==> src/rtl/sgi_pkg.sv <==
// Package: shared field positions and filter encoding for the
// software-generated interrupt dispatcher.
// Assumes a 32-bit command word with fixed field positions.
package sgi_pkg;

    localparam int unsigned SGI_WORD_W   = 32;
    localparam int unsigned SGI_ID_LSB   = 0;
    localparam int unsigned SGI_LIST_LSB = 16;
    localparam int unsigned SGI_LIST_W   = 8;
    localparam int unsigned SGI_FLT_LSB  = 24;

    typedef enum logic [1:0] {
        FLT_LIST   = 2'd0,
        FLT_OTHERS = 2'd1,
        FLT_SELF   = 2'd2,
        FLT_RSVD   = 2'd3
    } sgi_filter_e;

endpackage

==> src/rtl/sgi_cmd_decode.sv <==
// Module: sgi_cmd_decode
// Decodes one command write into an interrupt ID, a mask of target CPUs
// and a mask of CPUs to kick (targets other than the writer).
// Purely combinational. Assumes NUM_CPU <= 8 and NUM_SGI <= 16, so the
// target bitmap and ID fields fit the command word.
module sgi_cmd_decode
    import sgi_pkg::*;
#(
    parameter int unsigned NUM_CPU    = 4,
    parameter int unsigned NUM_SGI    = 16,
    parameter int unsigned ADDR_W     = 12,
    parameter logic [ADDR_W-1:0] REG_OFFSET = 12'hF00,
    localparam int unsigned CPU_W     = (NUM_CPU > 1) ? $clog2(NUM_CPU) : 1,
    localparam int unsigned ID_W      = $clog2(NUM_SGI)
) (
    input  logic                  wr_en_i,
    input  logic [ADDR_W-1:0]     wr_addr_i,
    input  logic [SGI_WORD_W-1:0] wr_data_i,
    input  logic [CPU_W-1:0]      wr_cpu_i,
    output logic                  hit_o,
    output logic [ID_W-1:0]       id_o,
    output logic [NUM_CPU-1:0]    target_o,
    output logic [NUM_CPU-1:0]    kick_o
);

    logic [NUM_CPU-1:0] self_oh;
    logic [NUM_CPU-1:0] list_bits;
    logic [NUM_CPU-1:0] sel;
    sgi_filter_e        filter;
    logic               unused_data;

    // Fold the whole word so bits without a field are consumed.
    assign unused_data = ^wr_data_i;

    assign hit_o     = wr_en_i && (wr_addr_i == REG_OFFSET);
    assign id_o      = wr_data_i[SGI_ID_LSB +: ID_W];
    assign list_bits = wr_data_i[SGI_LIST_LSB +: NUM_CPU];
    assign filter    = sgi_filter_e'(wr_data_i[SGI_FLT_LSB +: 2]);

    // One-hot mask of the writing CPU.
    always_comb begin
        for (int c = 0; c < NUM_CPU; c++) begin
            self_oh[c] = (wr_cpu_i == CPU_W'(c));
        end
    end

    // Choose the target set for the filter mode.
    always_comb begin
        unique case (filter)
            FLT_LIST:   sel = list_bits;
            FLT_OTHERS: sel = ~self_oh;
            FLT_SELF:   sel = self_oh;
            default:    sel = '0;
        endcase
    end

    assign target_o = hit_o ? sel : '0;
    assign kick_o   = target_o & ~self_oh;

endmodule

==> src/rtl/sgi_pend_bank.sv <==
// Module: sgi_pend_bank
// Pending state of the software interrupts for one CPU. A set request
// and a clear request may arrive in the same cycle; a set wins on the
// same bit. Synchronous active-low reset clears all bits.
module sgi_pend_bank #(
    parameter int unsigned NUM_SGI = 16,
    localparam int unsigned ID_W   = $clog2(NUM_SGI)
) (
    input  logic               clk,
    input  logic               rst_n,
    input  logic               set_en_i,
    input  logic [ID_W-1:0]    set_id_i,
    input  logic               clr_en_i,
    input  logic [ID_W-1:0]    clr_id_i,
    output logic [NUM_SGI-1:0] pend_o
);

    logic [NUM_SGI-1:0] pend_q;
    logic [NUM_SGI-1:0] set_vec;
    logic [NUM_SGI-1:0] clr_vec;

    // Expand the requests into per-bit masks.
    always_comb begin
        set_vec = set_en_i ? (NUM_SGI'(1) << set_id_i) : '0;
        clr_vec = clr_en_i ? (NUM_SGI'(1) << clr_id_i) : '0;
    end

    // Update the pending bits; a set is applied after the clear.
    always_ff @(posedge clk) begin
        if (!rst_n) pend_q <= '0;
        else        pend_q <= (pend_q & ~clr_vec) | set_vec;
    end

    assign pend_o = pend_q;

    // a raised interrupt is pending next cycle, even when cleared at the same time.
    a_r10_set_wins: assert property (@(posedge clk) disable iff (!rst_n)
        set_en_i |=> pend_q[$past(set_id_i)]);

    // a clear not paired with a set of the same ID removes the bit.
    a_r9_clear_takes: assert property (@(posedge clk) disable iff (!rst_n)
        (clr_en_i && !(set_en_i && set_id_i == clr_id_i)) |=> !pend_q[$past(clr_id_i)]);

    // no pending bit rises without a set request.
    a_r8_no_spurious: assert property (@(posedge clk) disable iff (!rst_n)
        !set_en_i |=> ((pend_q & ~$past(pend_q)) == '0));

endmodule

==> src/rtl/sgi_kick_gen.sv <==
// Module: sgi_kick_gen
// Registers the per-CPU kick mask so that each kick is a one-cycle pulse
// in the cycle after the write. Synchronous active-low reset.
module sgi_kick_gen #(
    parameter int unsigned NUM_CPU = 4
) (
    input  logic               clk,
    input  logic               rst_n,
    input  logic [NUM_CPU-1:0] kick_mask_i,
    output logic [NUM_CPU-1:0] kick_o
);

    logic [NUM_CPU-1:0] kick_q;

    // Capture this cycle's kick mask; it lasts one cycle.
    always_ff @(posedge clk) begin
        if (!rst_n) kick_q <= '0;
        else        kick_q <= kick_mask_i;
    end

    assign kick_o = kick_q;

endmodule

==> src/rtl/sgi_dispatch.sv <==
// Module: sgi_dispatch (top)
// Write-only command register that raises software interrupts on a set
// of CPUs and kicks each target other than the writer. One bank of
// pending bits per CPU, each with its own clear port.
// Assumes the writer ID on wr_cpu_i is valid whenever wr_en_i is high.
module sgi_dispatch
    import sgi_pkg::*;
#(
    parameter int unsigned NUM_CPU = 4,
    parameter int unsigned NUM_SGI = 16,
    parameter int unsigned ADDR_W  = 12,
    parameter logic [ADDR_W-1:0] REG_OFFSET = 12'hF00,
    localparam int unsigned CPU_W  = (NUM_CPU > 1) ? $clog2(NUM_CPU) : 1,
    localparam int unsigned ID_W   = $clog2(NUM_SGI)
) (
    input  logic                       clk,
    input  logic                       rst_n,
    input  logic                       wr_en_i,
    input  logic [ADDR_W-1:0]          wr_addr_i,
    input  logic [SGI_WORD_W-1:0]      wr_data_i,
    input  logic [CPU_W-1:0]           wr_cpu_i,
    input  logic [NUM_CPU-1:0]         clr_en_i,
    input  logic [NUM_CPU*ID_W-1:0]    clr_id_i,
    output logic [NUM_CPU*NUM_SGI-1:0] pend_o,
    output logic [NUM_CPU-1:0]         kick_o
);

    logic               hit;
    logic [ID_W-1:0]    sgi_id;
    logic [NUM_CPU-1:0] target;
    logic [NUM_CPU-1:0] kick_mask;

    sgi_cmd_decode #(
        .NUM_CPU(NUM_CPU), .NUM_SGI(NUM_SGI),
        .ADDR_W(ADDR_W), .REG_OFFSET(REG_OFFSET)
    ) u_decode (
        .wr_en_i  (wr_en_i),
        .wr_addr_i(wr_addr_i),
        .wr_data_i(wr_data_i),
        .wr_cpu_i (wr_cpu_i),
        .hit_o    (hit),
        .id_o     (sgi_id),
        .target_o (target),
        .kick_o   (kick_mask)
    );

    // One pending bank per CPU.
    for (genvar c = 0; c < NUM_CPU; c++) begin : g_bank
        sgi_pend_bank #(.NUM_SGI(NUM_SGI)) u_bank (
            .clk     (clk),
            .rst_n   (rst_n),
            .set_en_i(target[c]),
            .set_id_i(sgi_id),
            .clr_en_i(clr_en_i[c]),
            .clr_id_i(clr_id_i[c*ID_W +: ID_W]),
            .pend_o  (pend_o[c*NUM_SGI +: NUM_SGI])
        );
    end

    sgi_kick_gen #(.NUM_CPU(NUM_CPU)) u_kick (
        .clk        (clk),
        .rst_n      (rst_n),
        .kick_mask_i(kick_mask),
        .kick_o     (kick_o)
    );

    // the writer never receives a kick for its own write.
    a_r7_no_self_kick: assert property (@(posedge clk) disable iff (!rst_n)
        (hit && !$isunknown(wr_cpu_i)) |=> !kick_o[$past(wr_cpu_i)]);

    // the self-only filter kicks nobody.
    a_r4_self_no_kick: assert property (@(posedge clk) disable iff (!rst_n)
        (hit && wr_data_i[SGI_FLT_LSB +: 2] == 2'd2) |=> (kick_o == '0));

    // the reserved filter kicks nobody.
    a_r5_rsvd_no_kick: assert property (@(posedge clk) disable iff (!rst_n)
        (hit && wr_data_i[SGI_FLT_LSB +: 2] == 2'd3) |=> (kick_o == '0));

    // without a register hit and without clears, pending state holds.
    a_r11_miss_holds: assert property (@(posedge clk) disable iff (!rst_n)
        (!hit && clr_en_i == '0) |=> $stable(pend_o));

endmodule

==> config.mk <==
export PLATFORM = sky130hd
export DESIGN_NAME = sgi_dispatch
export DESIGN_NICKNAME = d
export VERILOG_FILES = /design/src/rtl/sgi_pkg.sv /design/src/rtl/sgi_cmd_decode.sv /design/src/rtl/sgi_pend_bank.sv /design/src/rtl/sgi_kick_gen.sv /design/src/rtl/sgi_dispatch.sv
export SDC_FILE = /design/constraint.sdc
export NUM_CORES = 1
export LEC_CHECK = 0
export BUFFER_PORTS_ARGS = -buffer_cell sky130_fd_sc_hd__buf_4
export CAP_MARGIN = 10
export CORE_ASPECT_RATIO = 2
export CORE_MARGIN = 5
export CORE_UTILIZATION = 47
export CTS_BUF_LIST = sky130_fd_sc_hd__clkbuf_16
export CTS_CLUSTER_DIAMETER = 80
export DETAILED_ROUTE_END_ITERATION = 16
export PLACE_DENSITY = 0.8
export SETUP_SLACK_MARGIN = 0.5
export SLEW_MARGIN = 20
export SYNTH_ARGS = -nofsm -noshare
export SYNTH_HDL_FRONTEND = slang
export SYNTH_SLANG_ARGS = --single-unit
==> constraint.sdc <==
create_clock -name clk -period 1.8 [get_ports clk]
set_clock_uncertainty 0.05 [all_clocks]
set_input_delay 0.18 -clock clk [delete_from_list [all_inputs] [get_ports clk]]
set_output_delay 0.18 -clock clk [all_outputs]
set_load 0.02 [all_outputs]
==> results.txt, run 1 <==
The top routing layer in use was met4. Of the post-synthesis cell area, the dominant cell type holds 44.4%. The switching portion of total power works out to 24.3%. The run finished with clean final reports. The effective utilization at floorplan was 48.5%; the internal power summed over all cells was 2.52 mW. TritonCTS built the clock tree. Of the total power, registers draw 45.3%.

Initial antenna violation count: 0. Of all nets on the critical path, the largest fanout is 17. The area taken by flip-flops and latches is 1360 um2.

For this design, the CTS-stage hold fixing added 0 buffers. Synthesis produced 294 cells. The worst reg-to-reg path cell count came out at 2. The startpoint identified for the worst register-to-register timing path is g_bank[0].u_bank.pend_o[8]$_SDFF_PN0_. The clock network is responsible for 45.8% of the overall power. The setup TNS is 0 ns.

For this run, the detailed router's first-pass iteration total came to 4. Measured along the y axis, the die boundary spans 124 um. The first global-routing pass estimated 15.1 mm of wire. Buffers added to address setup during post-CTS repair amount to 0.

STA puts the critical path data arrival time at 1.39 ns. Yosys printed 0 warnings. Class of the worst hold path: input pin to register.

The core region is 6310 um2. The tools report the relative max-transition margin as 47.7%. At the end of the flow the core is filled with cells to 66.0%. For the floorplan die area, the log shows 8330 um2. The share of the Yosys chip area taken by registers is 44.4%. Hold violation total from the final report: 0.

For this run, the top clock speed supported by timing is 824 MHz. The tools report the end of the worst register-to-register path as g_bank[0].u_bank.pend_o[8]$_SDFF_PN0_. Number of global-route vias before repair: 3,035. Summed over all instances, the cell type with the most area after synthesis is sky130_fd_sc_hd__dfxtp_1.

Global routing consumed, over all layers together, 24.3% of the routing resources. For the worst ir drop on vdd, the log shows 0.560 mV. The required time of the worst setup path is 1.98 ns. In the routed design, unresolved DRC markers number 0. The clock tree synthesis step divided the H-tree into 3 levels. At the end of routability-driven placement, the weighted congestion stood at 0.835. The final critical path takes up 67.4% of the cycle. The tools report the largest net degree at the start of global routing as 69. The number of buffers on the longest clock path came out at 2. The root buffer cell chosen for the clock tree is sky130_fd_sc_hd__clkbuf_16. The count of maximum capacitance violations was 0. For the setup slack of the worst register-to-register path, the log shows 1.04 ns. After synthesis, the cell types taking the most area are sky130_fd_sc_hd__dfxtp_1 44%, sky130_fd_sc_hd__o211ai_1 12%, sky130_fd_sc_hd__o31ai_1 11%.

The number of flip-flops and latches in the synthesized netlist works out to 68. Post-synthesis instance area: 3060 um2. The tools report the worst hold path startpoint as clr_id_i[6].

Row count: 41. Combinational logic burns 8.9% of the power. Using the TritonRoute via totals, the vias-per-cell ratio works out to 6.22. The worst setup path is launched from an input pin. Category of the critical setup timing path: input pin to register. In this run the power density over the cells is 799 nW/um2. The smallest clock period supported by the final layout is computed as 1.21 ns. The layout overhead on the synthesized area is 35.9%, and the diode insertion count for antenna repair is 0.

The detailed router put a total of 3.40 mm of wire on met1. Clock-pin slew was measured on the worst setup and hold paths at 0.05 ns. The number of nets at the end of the flow is 467. The fraction of final layout cells with drive strength greater than 1 was 38.5%.

Setup repair after global routing left no endpoint under its margin. The reported leakage power came out at 1.61 nW. The run gives 9 as the number of buffers added by the clock tree synthesis step. Clock latency on the worst-skew pair, taken at its later pin, is 0.32 ns. The analysis attributes to net switching a power of 810 uW.

The routed length per placed instance works out to 20.5 um. Averaged over all synthesized cells, the footprint is 10.4 um2. The fill cell instance count of the final layout came out at 539. After legalization and detailed placement, the total HPWL measured 7.31 mm. The number of distinct library cells after synthesis is 29, and the number of nets in the synthesized netlist is 363.

For the total detailed-routing wirelength, the log shows 10.0 mm. During I/O placement, the number of pins put on the boundary was 137. The worst hold path terminates at g_bank[1].u_bank.pend_o[0]$_SDFF_PN0_.

The final-report setup violation count was 0. The horizontal die dimension is 67.1 um, and the detailed router's first-iteration violation count is 290. Port buffer count: 114. Summed over all nets, wire length on met2 after detailed routing comes to 5.67 mm. The post-detailed-route count of antenna-violating nets is 0. The run gives 0 as the sum of overflow across all layers after global routing.

Across all layers, the routed design uses 3,042 vias. The detailed-routed wire length on met3 is 550 um, and the transition time of the tightest slew-check pin is 0.784 ns. The number of sinks on the clock net is 68. The kind of end point of the critical path is a register.

Along the worst hold path, the cell count comes to 3. The multi-input combinational cells in the finished layout cover a total of 1550 um2. Number of pins with negative max-slew slack in the final report: 0.
==> registers in the layout, indices dropped and copies added, names as in the netlist <==
name / flops
g_bank.u_bank.pend_o: 64
u_kick.kick_o: 4
==> placed cells by master, fill, tap and decap left out, types with 8 or more instances in the layout <==
master,synthesis,layout
sky130_fd_sc_hd__o31ai_2,17,18
sky130_fd_sc_hd__nand2_1,14,14
sky130_fd_sc_hd__o211ai_1,48,48
sky130_fd_sc_hd__nand2b_1,10,10
sky130_fd_sc_hd__nand3_1,10,10
sky130_fd_sc_hd__clkbuf_16,0,9
sky130_fd_sc_hd__buf_4,0,115
sky130_fd_sc_hd__dfxtp_1,68,68
sky130_fd_sc_hd__nand3b_1,8,8
sky130_fd_sc_hd__o311ai_0,16,16
sky130_fd_sc_hd__o31ai_1,46,45
==> power groups by stage <==
stage / combinational, mW / sequential, mW / clock [mW]
after detailed placement: 0.290 / 1.54 / 0
final: 0.297 / 1.51 / 1.52
after floorplan: 0.164 / 1.54 / 0
after global routing: 0.317 / 1.50 / 1.61
after global placement: 0.283 / 1.54 / 0
after CTS: 0.292 / 1.51 / 1.53
==> worst max-delay path by stage <==
stage,slack [ns],cells after the start,end,from
after CTS,0.58,4,g_bank[2].u_bank.pend_o[11]$_SDFF_PN0_,wr_cpu_i[0]
after global placement,0.27,4,g_bank[2].u_bank.pend_o[0]$_SDFF_PN0_,wr_cpu_i[0]
after global routing,0.50,4,g_bank[3].u_bank.pend_o[7]$_SDFF_PN0_,wr_data_i[1]
after detailed placement,0.24,4,g_bank[2].u_bank.pend_o[0]$_SDFF_PN0_,wr_cpu_i[0]
after floorplan,0.50,5,g_bank[2].u_bank.pend_o[1]$_SDFF_PN0_,wr_addr_i[4]
final,0.59,4,g_bank[2].u_bank.pend_o[11]$_SDFF_PN0_,wr_cpu_i[0]
==> stage by stage <==
stage | hold slack, ns | area, um2 | power, mW | instances | worst slack (ns)
after global routing | 0.170 | 4160 | 3.43 | 489 | 0.503
after detailed placement | 0.441 | 3900 | 1.83 | 473 | 0.243
final | 0.160 | 4160 | 3.33 | 489 | 0.587
after floorplan | 0.329 | 3060 | 1.70 | 294 | 0.502
after global placement | 0.436 | 3900 | 1.82 | 473 | 0.271
after CTS | 0.158 | 4160 | 3.33 | 489 | 0.584
==> cells by family after synthesis <==
family | Yosys count | share of synthesized area (%)
compound gates | 133 | 36.6
buf+inv | 23 | 5.02
flops | 68 | 44.4
simple gates | 70 | 13.9
==> timing repair <==
action	in CTS	in global routing
hold endpoints to repair	0	0
endpoints found under the setup margin	0	1
gates resized for setup	0	1
==> routing by layer <==
layer,vias to the layer above,GRT usage (%)
met4,0,14.6
met1,1494,25.9
met5,-,0
met2,114,42.6
met3,24,4.78
li1,1410,-
==> critical path: stages <==
cell and delay [ns]:
sky130_fd_sc_hd__buf_4 0.13, sky130_fd_sc_hd__nand2b_1 0.15, sky130_fd_sc_hd__a211o_1 0.59, sky130_fd_sc_hd__o31ai_1 0.34
==> cell usage after synthesis <==
cell type,count
sky130_fd_sc_hd__nor3_1,5
sky130_fd_sc_hd__o211ai_1,48
sky130_fd_sc_hd__buf_12,1
sky130_fd_sc_hd__o21a_1,1
sky130_fd_sc_hd__o31ai_1,46
sky130_fd_sc_hd__buf_1,1
sky130_fd_sc_hd__nor2_1,4
sky130_fd_sc_hd__and3_1,1
sky130_fd_sc_hd__nor2b_1,4
sky130_fd_sc_hd__nor3b_1,1
sky130_fd_sc_hd__dfxtp_1,68
sky130_fd_sc_hd__nor3b_2,2
sky130_fd_sc_hd__a211o_1,4
sky130_fd_sc_hd__o31ai_2,17
sky130_fd_sc_hd__and3b_1,2
sky130_fd_sc_hd__nand2b_1,10
sky130_fd_sc_hd__buf_6,6
sky130_fd_sc_hd__nand3b_1,8
sky130_fd_sc_hd__nor4_2,1
sky130_fd_sc_hd__nor4bb_1,1
sky130_fd_sc_hd__nand2_1,14
sky130_fd_sc_hd__nand3_1,10
sky130_fd_sc_hd__nand4_1,2
sky130_fd_sc_hd__o311ai_0,16
sky130_fd_sc_hd__or3b_2,4
sky130_fd_sc_hd__o31ai_4,1
sky130_fd_sc_hd__buf_2,5
sky130_fd_sc_hd__clkbuf_1,10
sky130_fd_sc_hd__and4_1,1
==> final cells by class <==
class / count / area share [%]
Clock buffer: 9 / 5.41
Multi-Input combinational cell: 203 / 37.3
Tap cell: 86 / 2.58
Clock inverter: 7 / 0.811
Sequential cell: 68 / 32.7
Timing Repair Buffer: 116 / 21.2
(Power assumes the default switching activity.)
==> run 2: changes to the inputs <==
Settings changed: CORE_UTILIZATION 47 to 42, PLACE_DENSITY 0.8 to 0.75.
Clock period 1.8 ns to 1 ns, I/O delays scaled along.
==> results.txt, run 2 (synthesized netlist as in run 1, its figures left out) <==
The tools report the data arrival time of the worst path as 1.28 ns (-0.11 ns). The final-report setup violation count was 44 (+44). The routed length per placed instance was 23.7 um (+15%); the fraction of power consumed by combinational cells was 14.1% (+5.2 points).

The die height was 131 um (+5.3%). The worst setup path is launched from an input pin. The setup slack after placement was -0.365 ns (-0.608 ns); the hold violation total from the final report was 0 (unchanged). The checks that failed: negative setup slack. For the finished layout, the period the worst path requires is 1.10 ns. The finished layout cell area was 5740 um2 (+38%); the worst ir drop on vdd was 0.968 mV (+73%). The area taken by flip-flops and latches is 1610 um2 (+19%), and the number of pins with negative max-slew slack in the final report is 0 (unchanged).

Setup repair after global routing could not meet its margin everywhere. For the setup slack of the worst register-to-register path, the log shows 0.10 ns (-0.94 ns). The root buffer cell was sky130_fd_sc_hd__clkbuf_16. Fill cell instance count of the final layout: 406 (-25%). The number of search-and-repair iterations in the first detailed-routing pass came out at 5 (+1). The core box area came out at 7210 um2 (+14%).

The cell count after placement was 524 (+11%). The setup path with the least slack is of type input pin to register. The number of buffers on the longest clock path was 2 (unchanged). The internal power summed over all cells is 4.54 mW (+80%).

The logs give 137 (unchanged) for the number of top-level pins and 0.33 ns (about the same) for the clock insertion delay at the later pin of the skew report. The tools report the number of hold buffers added after cts as 0 (unchanged). In the layout the commonest cells are 90 x sky130_fd_sc_hd__buf_4, 75 x sky130_fd_sc_hd__buf_6, 67 x sky130_fd_sc_hd__dfxtp_4, 48 x sky130_fd_sc_hd__o211ai_1, 33 x sky130_fd_sc_hd__o31ai_2.

The class of the worst hold path was input pin to register. The number of nets at the end of the flow is 528 (+13%), and the number of sinks on the clock net is 68 (unchanged). The tools report the post-detailed-route count of antenna-violating nets as 0 (unchanged).

The number of buffers added by the clock tree synthesis step is 9 (unchanged), and the sum of overflow across all layers after global routing is 0 (unchanged). The logs give 45.0% (-0.8 points) for the proportion of power drawn by the clock network and 44 (+7.3%) for the row count. STA classifies the critical path endpoint as a register.

The cell area after placement was 4560 um2 (+17%); the worst hold margin was 0.0379 ns (-0.122 ns). Global-route wire length before repair: 18.5 mm (+23%). For the effective utilization at floorplan, the log shows 42.5% (-6.1 points). The logs give 0 (unchanged) for the diode insertion count for antenna repair and 9200 um2 (+11%) for the floorplan die area. The port buffer count was 114 (unchanged).

The switching portion of total power was 26.6% (+2.3 points). The combined global-route utilization of all metal layers is 26.2% (+1.9 points), and the portion of the clock cycle consumed by the worst path in the final layout is 110%. The run finished, with violations left.

The tools report the number of global-route vias before repair as 3,541 (+17%). TritonCTS built the clock tree. The fraction of final layout cells with drive strength greater than 1 was 70.5% (+32 points). The power dissipated by switching net loads is 1.65 mW (+100%), and the number of vias in the routed layout is 3,575 (+18%).

The tools report the maximum clock frequency as 907 MHz. The total number of H-tree levels was 3 (unchanged); the reported leakage power was 2.16 nW (+34%). The required time of the worst setup path was 1.18 ns (-0.80 ns); the largest net degree at the start of global routing was 45 (-35%). Post-route core utilization: 79.5% (+14 points). The multi-input combinational cell area is 1960 um2 (+26%). The final critical-path setup slack is -0.103 ns (-0.690 ns), and the mean number of vias per cell is 6.43 (+3.4%).

The horizontal die dimension works out to 70.4 um (+4.9%). The clock-pin slew on the worst setup and hold paths came out at 0.06 ns (about the same). The tools report the initial antenna violation count as 0 (unchanged). For the relative max-transition margin, the log shows 60.2% (+13 points). The run gives 556 (+14%) as the non-filler instance count after layout.

The number of flip-flops in the largest register was 64 (unchanged). The area growth from synthesis to layout is 87.3%. The total detailed-routing wirelength is 13.2 mm (+31%). The run gives 0.883 (+5.7%) as the final RePlAce weighted congestion. The detailed router's first-iteration violation count was 380 (+31%); the highest fanout seen on the critical path was 17 (unchanged). The power density over cell area came out at 1080 nW/um2 (+35%). Sequential cell fraction of total power: 40.9% (-4.4 points).

The count of maximum capacitance violations is 0 (unchanged), and the transition time of the tightest slew-check pin is 0.589 ns (-0.195 ns). The library cell used most frequently in the layout, excluding fill and tap cells, is sky130_fd_sc_hd__buf_4. The residual DRC count is 0 (unchanged), and the placed wire-length estimate after detailed placement is 7.88 mm (+7.8%).
## run 2: changes by cell type in the layout (fill, tap and decap cells not counted), sizes merged
cell	delta
buf	+61
## run 2: critical path, stage by stage
cell	delay (ns)
sky130_fd_sc_hd__buf_6	0.09
sky130_fd_sc_hd__nor4bb_2	0.27
sky130_fd_sc_hd__nand4_1	0.15
sky130_fd_sc_hd__buf_6	0.20
sky130_fd_sc_hd__buf_16	0.18
sky130_fd_sc_hd__o31ai_1	0.28
## run 2: final timing paths
kind	from	endpoint	cells after the start
worst min-delay path	clr_id_i[4]	g_bank[1].u_bank.pend_o[0]$_SDFF_PN0_	3
worst max-delay path	wr_addr_i[6]	g_bank[2].u_bank.pend_o[10]$_SDFF_PN0_	6
worst min register to register	g_bank[3].u_bank.pend_o[0]$_SDFF_PN0_	g_bank[3].u_bank.pend_o[0]$_SDFF_PN0_	2
worst max register to register	g_bank[0].u_bank.pend_o[1]$_SDFF_PN0_	g_bank[0].u_bank.pend_o[1]$_SDFF_PN0_	3
## run 2: final cells by class
type                            count  share of cell area (%)
Timing Repair Buffer              177                    31.3
Clock buffer                        9                    3.93
Clock inverter                      7                   0.589
Sequential cell                    68                    28.1
Multi-Input combinational cell    203                    34.1
Tap cell                           92                    2.01
## run 2: what timing repair did
item / 4_1_cts / 5_1_grt
setup buffers: 8 / 3
setup endpoints to repair: 136 / 136
resized for setup: 112 / 38
gates cloned: 5 / 0
pin swaps: 10 / 3
## run 2: layer usage
metal,wire (um),track usage (%),vias to the layer above
met5,0,0,-
met2,7220,47.2,224
met3,860,6.05,60
met4,828,16.7,0
met1,4270,26.7,1731
li1,-,-,1560
## run 2: per-stage QoR
step / setup TNS (ns) / power (mW)
global route: -3.54 / 6.37
floorplan: -8.08 / 2.91
global placement: -20.92 / 3.28
detailed placement: -22.30 / 3.29
CTS: -0.0130 / 6.12
finish: -1.30 / 6.18
## run 2: power by group through the flow
stage,Clock (mW),Combinational [mW],Sequential [mW]
after floorplan,0,0.319,2.59
after global placement,0,0.688,2.59
after detailed placement,0,0.700,2.59
after CTS,2.80,0.792,2.53
after global routing,2.93,0.914,2.53
final,2.78,0.873,2.53
